--- src/rtl/cyc_timer_pkg.sv ---
package cyc_timer_pkg;
  // default radices of the three chained fields
  localparam int OFS_MOD_D = 3072;
  localparam int CYC_MOD_D = 8000;
  localparam int SEC_W_D   = 7;
endpackage

--- src/rtl/radix_digit.sv ---
// One bounded counter stage: counts 0..MOD-1, loads with clamping,
// and emits a registered strobe on its own wrap.
module radix_digit #(
  parameter int MOD = 3072,
  parameter int W   = 12
) (
  input  logic         clk,
  input  logic         rst,
  input  logic         inc,
  input  logic         ld,
  input  logic [W-1:0] ld_val,
  output logic [W-1:0] val,
  output logic         carry,
  output logic         wrap_q
);
  localparam logic [W-1:0] TOP = W'(MOD - 1);

  logic [W-1:0] ld_fix;

  generate
    if (MOD == (1 << W)) begin : g_full
      assign ld_fix = ld_val;
    end else begin : g_clamp
      assign ld_fix = (ld_val > TOP) ? TOP : ld_val;
    end
  endgenerate

  assign carry = inc && (val == TOP);

  always_ff @(posedge clk) begin
    if (rst) begin
      val    <= '0;
      wrap_q <= 1'b0;
    end else begin
      wrap_q <= carry && !ld;
      if (ld)
        val <= ld_fix;
      else if (inc)
        val <= carry ? '0 : val + 1'b1;
    end
  end
endmodule

--- src/rtl/roll_digit.sv ---
// Top stage: power-of-two field that rolls over freely, no carry out.
module roll_digit #(
  parameter int W = 7
) (
  input  logic         clk,
  input  logic         rst,
  input  logic         inc,
  input  logic         ld,
  input  logic [W-1:0] ld_val,
  output logic [W-1:0] val
);
  always_ff @(posedge clk) begin
    if (rst)
      val <= '0;
    else if (ld)
      val <= ld_val;
    else if (inc)
      val <= val + 1'b1;
  end
endmodule

--- src/rtl/bus_cycle_timer.sv ---
module bus_cycle_timer #(
  parameter int OFS_MOD = cyc_timer_pkg::OFS_MOD_D,
  parameter int CYC_MOD = cyc_timer_pkg::CYC_MOD_D,
  parameter int SEC_W   = cyc_timer_pkg::SEC_W_D,
  localparam int OFS_W  = $clog2(OFS_MOD),
  localparam int CYC_W  = $clog2(CYC_MOD),
  localparam int TOT_W  = OFS_W + CYC_W + SEC_W
) (
  input  logic             clk,
  input  logic             rst,
  input  logic             tick,
  input  logic             wr_en,
  input  logic [TOT_W-1:0] wr_data,
  output logic [TOT_W-1:0] rd_data,
  output logic             new_cycle,
  output logic             new_second
);
  logic [OFS_W-1:0] ofs_val;
  logic [CYC_W-1:0] cyc_val;
  logic [SEC_W-1:0] sec_val;
  logic             ofs_carry;
  logic             cyc_carry;

  radix_digit #(.MOD(OFS_MOD), .W(OFS_W)) u_ofs (
    .clk    (clk),
    .rst    (rst),
    .inc    (tick),
    .ld     (wr_en),
    .ld_val (wr_data[OFS_W-1:0]),
    .val    (ofs_val),
    .carry  (ofs_carry),
    .wrap_q (new_cycle)
  );

  radix_digit #(.MOD(CYC_MOD), .W(CYC_W)) u_cyc (
    .clk    (clk),
    .rst    (rst),
    .inc    (ofs_carry),
    .ld     (wr_en),
    .ld_val (wr_data[OFS_W +: CYC_W]),
    .val    (cyc_val),
    .carry  (cyc_carry),
    .wrap_q (new_second)
  );

  roll_digit #(.W(SEC_W)) u_sec (
    .clk    (clk),
    .rst    (rst),
    .inc    (cyc_carry),
    .ld     (wr_en),
    .ld_val (wr_data[TOT_W-1 -: SEC_W]),
    .val    (sec_val)
  );

  // all fields come from the same edge: no cross-field skew
  assign rd_data = {sec_val, cyc_val, ofs_val};
endmodule

--- config.mk ---
export PLATFORM = sky130hd
export DESIGN_NAME = bus_cycle_timer
export DESIGN_NICKNAME = d
export VERILOG_FILES = /design/src/rtl/cyc_timer_pkg.sv /design/src/rtl/radix_digit.sv /design/src/rtl/roll_digit.sv /design/src/rtl/bus_cycle_timer.sv
export SDC_FILE = /design/constraint.sdc
export NUM_CORES = 1
export LEC_CHECK = 0
export BUFFER_PORTS_ARGS = -buffer_cell sky130_fd_sc_hd__buf_2
export CELL_PAD_IN_SITES_DETAIL_PLACEMENT = 1
export CELL_PAD_IN_SITES_GLOBAL_PLACEMENT = 1
export CORE_MARGIN = 2
export CORE_UTILIZATION = 30
export DETAILED_ROUTE_END_ITERATION = 6
export PLACE_DENSITY = 0.66
export SLEW_MARGIN = 20
export SYNTH_ARGS = -nofsm -noshare
export SYNTH_HDL_FRONTEND = slang
export SYNTH_SLANG_ARGS = --single-unit
--- constraint.sdc ---
create_clock -name clk -period 2.15 [get_ports clk]
set_input_delay 0 -clock clk [delete_from_list [all_inputs] [get_ports clk]]
set_output_delay 0 -clock clk [all_outputs]
set_load 0.01 [all_outputs]
# After elaboration in Yosys (flattened, before gate mapping)
# Cells that the tools add are included.
[op_classes]
addsub = 3
n_lt_le_gt_ge = 2
n_eq_ne = 2
n_mux = 10
n_reduce_logical = 8
[op_table]
columns = ["op", "count"]
rows = [
  ["two-way mux 13 bit", 4],
  ["two-way mux 12 bit", 4],
  ["two-way mux 7 bit", 2],
  ["adder 13 x 1 -> 13 bit (second input constant)", 1],
  ["== test 13 bit (second input constant)", 1],
  ["greater-than comparator 13 bit (second input constant)", 1],
  ["adder 12 x 1 -> 12 bit (second input constant)", 1],
  ["== test 12 bit (second input constant)", 1],
  ["greater-than comparator 12 bit (second input constant)", 1],
  ["adder 7 x 1 -> 7 bit (second input constant)", 1],
  ["nonzero test 2 bit", 3],
  ["logical AND 1 bit", 4],
  ["zero test 1 bit", 1],
]
[word_totals]
reg_bits = 34
in_bits = 36
output_inout_bits = 34
word_cells = 30

# Depth between registers and ports, before layout
[logic_depth]
ltp_word = 6
mapped_depth = 7
depth_no_buf = 6

# Modules after synthesis
# From an unflattened synthesis, not the netlist that was laid out.
[hier_totals]
cells_unflattened = 247
hier_area_um2 = 2067.0
[modules_own_cells]
columns = ["mod", "instances", "cells_per_inst", "area_per_inst_um2", "seq_area_each_um2"]
rows = [
  ["radix_digit (u_cyc)", 1, 104, 903.4, 280.3],
  ["radix_digit (u_ofs)", 1, 102, 813.3, 260.2],
  ["roll_digit", 1, 41, 350.3, 140.1],
]

# Worst setup path after synthesis
# OpenSTA, ideal clock, no wires.
[synth_path]
kind = "register to register"
start = "reg u_cyc.val[0]"
end = "reg u_sec.val[1]"
setup_time_ns = 0.079
t_arrival_ns = 1.848
required_ns = 2.071
setup_slack_ns = 0.222
stages_incl_launch_ff = 7
n_path_buf = 0
period_less_slack_ns = 1.928
cell_sequence = "dfxtp_1 -> ha_1 -> nand3_2 -> o41ai_4 -> a21boi_4 -> nor2_1 -> a211oi_2"
[synth_between]
elab_chain_cells = 3
[synth_lines]
columns = ["item", "line_no", "source"]
rows = [
  ["from (decl)", "radix_digit.sv:12", "output logic [W-1:0] val,"],
  ["from (signal assigned)", "radix_digit.sv:37", "val <= ld_fix;"],
  ["from (signal assigned)", "radix_digit.sv:39", "val <= carry ? '0 : val + 1'b1;"],
  ["== test 13 bit", "radix_digit.sv:28", "assign carry = inc && (val == TOP);"],
  ["logical AND 1 bit", "radix_digit.sv:28", ""],
  ["nonzero test 2 bit (no line)", "--", ""],
  ["to (signal assigned)", "roll_digit.sv:16", "val <= ld_val;"],
  ["to (signal assigned)", "roll_digit.sv:18", "val <= val + 1'b1;"],
  ["to (decl)", "roll_digit.sv:10", "output logic [W-1:0] val"],
]
# Every way passes these cells.
# A chain may end at the register's enable or synchronous reset.

# Worst setup path after layout
# Same ends and word-level chain as after synthesis.

==> results.md <==
* Largest net degree at the start of global routing at 22
* CP Data Required Time at 2360 ps
* Final Worst Setup Slack at 209 ps
* Post-synthesis instance area at 0.00202 mm2
* CTS H-tree lvls at 2
* FFs w/ async S/R, synth at 0%
* Setup TNS Final at 0 ps
* Tightest Pin Transition at 379 ps
* Synth warnings at 0
* Total GRT Usage at 20.3%
* Max cap viols at 0
* Area Growth Syn to Fin at 37.2%
* Drt pass-1 iters at 4
* Crit path max fanout at 8
* First-pass GRT wire length at 11.9 mm
* FP Rows at 29
* Crit start category: flop
* Sequential cell area fraction in the yosys report at 33.6%
* Leakage at 1.17 nW
* Synth Register Bits at 34
* Clk slew on worst S/H paths at 80 ps
* Final net count at 386
* DP Area at 0.00258 mm2
* Max Freq at 515 MHz
* Critical path cell sequence: ha_1 > nand3_2 > o41ai_4 > buf_4 > a21boi_4 > nor2_1 > a211oi_2
* Avg Vias per Cell at 5.42
* Syn Inst Count at 251
* Antenna Cells at 0
* Remaining antenna violation count at 0
* Outcome: completed
* GPL Wtd Cong at 0.791
* Clock period minus worst slack at 1940 ps
* Maximum clock path buffer count at 2
* Worst hold slack at 5.22 ps
* DIE WIDTH at 86.1 um
* Final setup viols at 0
* Fin crit share at 90.3%
* Via Count at 2304
* Most frequent cells in the layout: buf_2, dfxtp_1, nor2_1
* DRC Markers at 0
* WL final at 7.19 mm
* Most common cell after layout, fill and taps aside: buf_2
* CTS tree: built
* Met1 Use GR at 27.3%
* Worst path max stage delay at 410 ps
* Dpl cells at 407
* CTS root buffer: clkbuf_8
* 1st-iter DRT viols at 93
* IO Pins at 70
* I/O Buffers at 69
* Max-slew violations at 0
* GR Layer Usage met3 at 4.04%
* Initial antenna violation count at 0
* Avg Cell Area, Syn at 8.06 um2
* Min-delay worst type: in -> reg
* Filler cells at 818
* Worst slack, placed at 139 ps
* WL/cell at 16.9 um
* Syn nets at 290
* Met2 Usage GRT at 33.3%
* Crit path DAT at 2150 ps
* Vias in the first global route at 2376
* Max VDD drop at 0.188 mV
* Clock sinks at 34
* CP endpoint kind: flop
* Most used routing layer: met2
* HPWL Detailed at 5.41 mm
* Die footprint at 0.00742 mm2
* Unrepaired setup endpoints after global routing: false
* Multi-input gate area in the final layout at 0.00129 mm2
* Final clock skew at 6.39 ps
* Finished Cell Area at 0.00278 mm2
* PD cells at 549 mW/mm2
* Ys flop type: dfxtp_1
* Register area at 681 um2
* Slowest CP cell: o41ai_4
* Core area at 0.00642 mm2
* Crit path kind: reg -> reg
* Global route total overflow at 0
* Number of flops mapped to enable cells by yosys at 0
* Final Util at 43.2%
* Total design power at 1.52 mW
* Final Non-Filler Cells at 425
* Initial Util at 31.5%
* Clock Latency Late Sink at 290 ps
* Die Ht at 86.1 um
* Share of layout cells above drive strength 1 at 31.9%
* Final Hold Viols at 0
* Post-synthesis cell type count at 56
* CTS Buf Count at 5
* Slew Limit Headroom at 74.7%
[kinds of logic after synthesis]
group | after synthesis | synth area share, %
AOI/OAI and AO/OA | 71 | 25.2
DFF | 34 | 33.6
adders and majority gates | 3 | 1.86
muxes | 3 | 1.48
and+or+nand+nor | 116 | 30.7
xor gates and xnor gates | 10 | 4.33
buffers and inverters | 14 | 2.72
[what timing repair did]
action,4_1_cts,5_1_grt
endpoints found under the hold margin,10,0
setup endpoints to repair,0,3
hold buffers,10,0
gates resized for setup,0,1
buffers inserted,0,0
[flip-flops by register name, indices dropped and copies added (netlist names)]
register,flops
u_cyc.val,13
u_cyc.wrap_q,1
u_ofs.val,12
u_ofs.wrap_q,1
u_sec.val,7
[report_power, final]
group	switching (mW)	total, mW	leakage (nW)	internal (mW)
sequential	0.0425	0.710	0.281	0.667
clock	0.245	0.504	0.0482	0.259
combinational	0.162	0.309	0.843	0.147
total	0.450	1.52	1.17	1.07
[synth_stat cells (all sizes together), types with 4 or more instances]
cell,instances,area (um2)
nand3,10,55.1
dfxtp,34,681
clkbuf,7,26.3
a31oi,8,50.1
a21oi,14,70.1
nand2,27,101
or3,6,37.5
nand2b,4,27.5
buf,4,17.5
nor2,31,116
nand4,9,77.6
nor3,9,50.1
o21ai,18,90.1
nand3b,4,30.0
nor4,4,40.0
xnor2,8,70.1
a211oi,4,35.0
[worst max-delay path, delay by kind of cell (launching register included)]
| kind | cells | cell delay (ps) |
|---|---|---|
| compound gates | 3 | 870 |
| flops | 1 | 340 |
| simple gates | 2 | 240 |
| buf+inv | 1 | 220 |
| fa+ha+maj | 1 | 190 |
[worst paths after layout]
kind / startpoint / end / slack [ps] / cells after the start
max: u_cyc.val[0] / u_sec.val[1] / 210 / 7
min reg2reg: u_ofs.val[9] / u_ofs.val[9] / 520 / 2
min: wr_data[7] / u_ofs.val[7] / 5 / 3
max reg2reg: u_cyc.val[0] / u_sec.val[1] / 210 / 7
[routing by layer]
layer	part of all wire, %	vias to the layer above
met2	47	68
met4	1.0	0
met3	5.5	7
li1	-	1132
met5	0	-
met1	47	1097
[layout make-up]
| type | instances | share of cell area (%) |
|---|---|---|
| Clock inverter | 1 | 0.180 |
| Tap cell | 77 | 3.47 |
| Clock buffer | 7 | 3.11 |
| Multi-Input combinational cell | 203 | 46.6 |
| Inverter | 3 | 0.406 |
| Timing Repair Buffer | 100 | 21.7 |
| Sequential cell | 34 | 24.5 |
No activity file was read; power rests on OpenSTA's default activity.
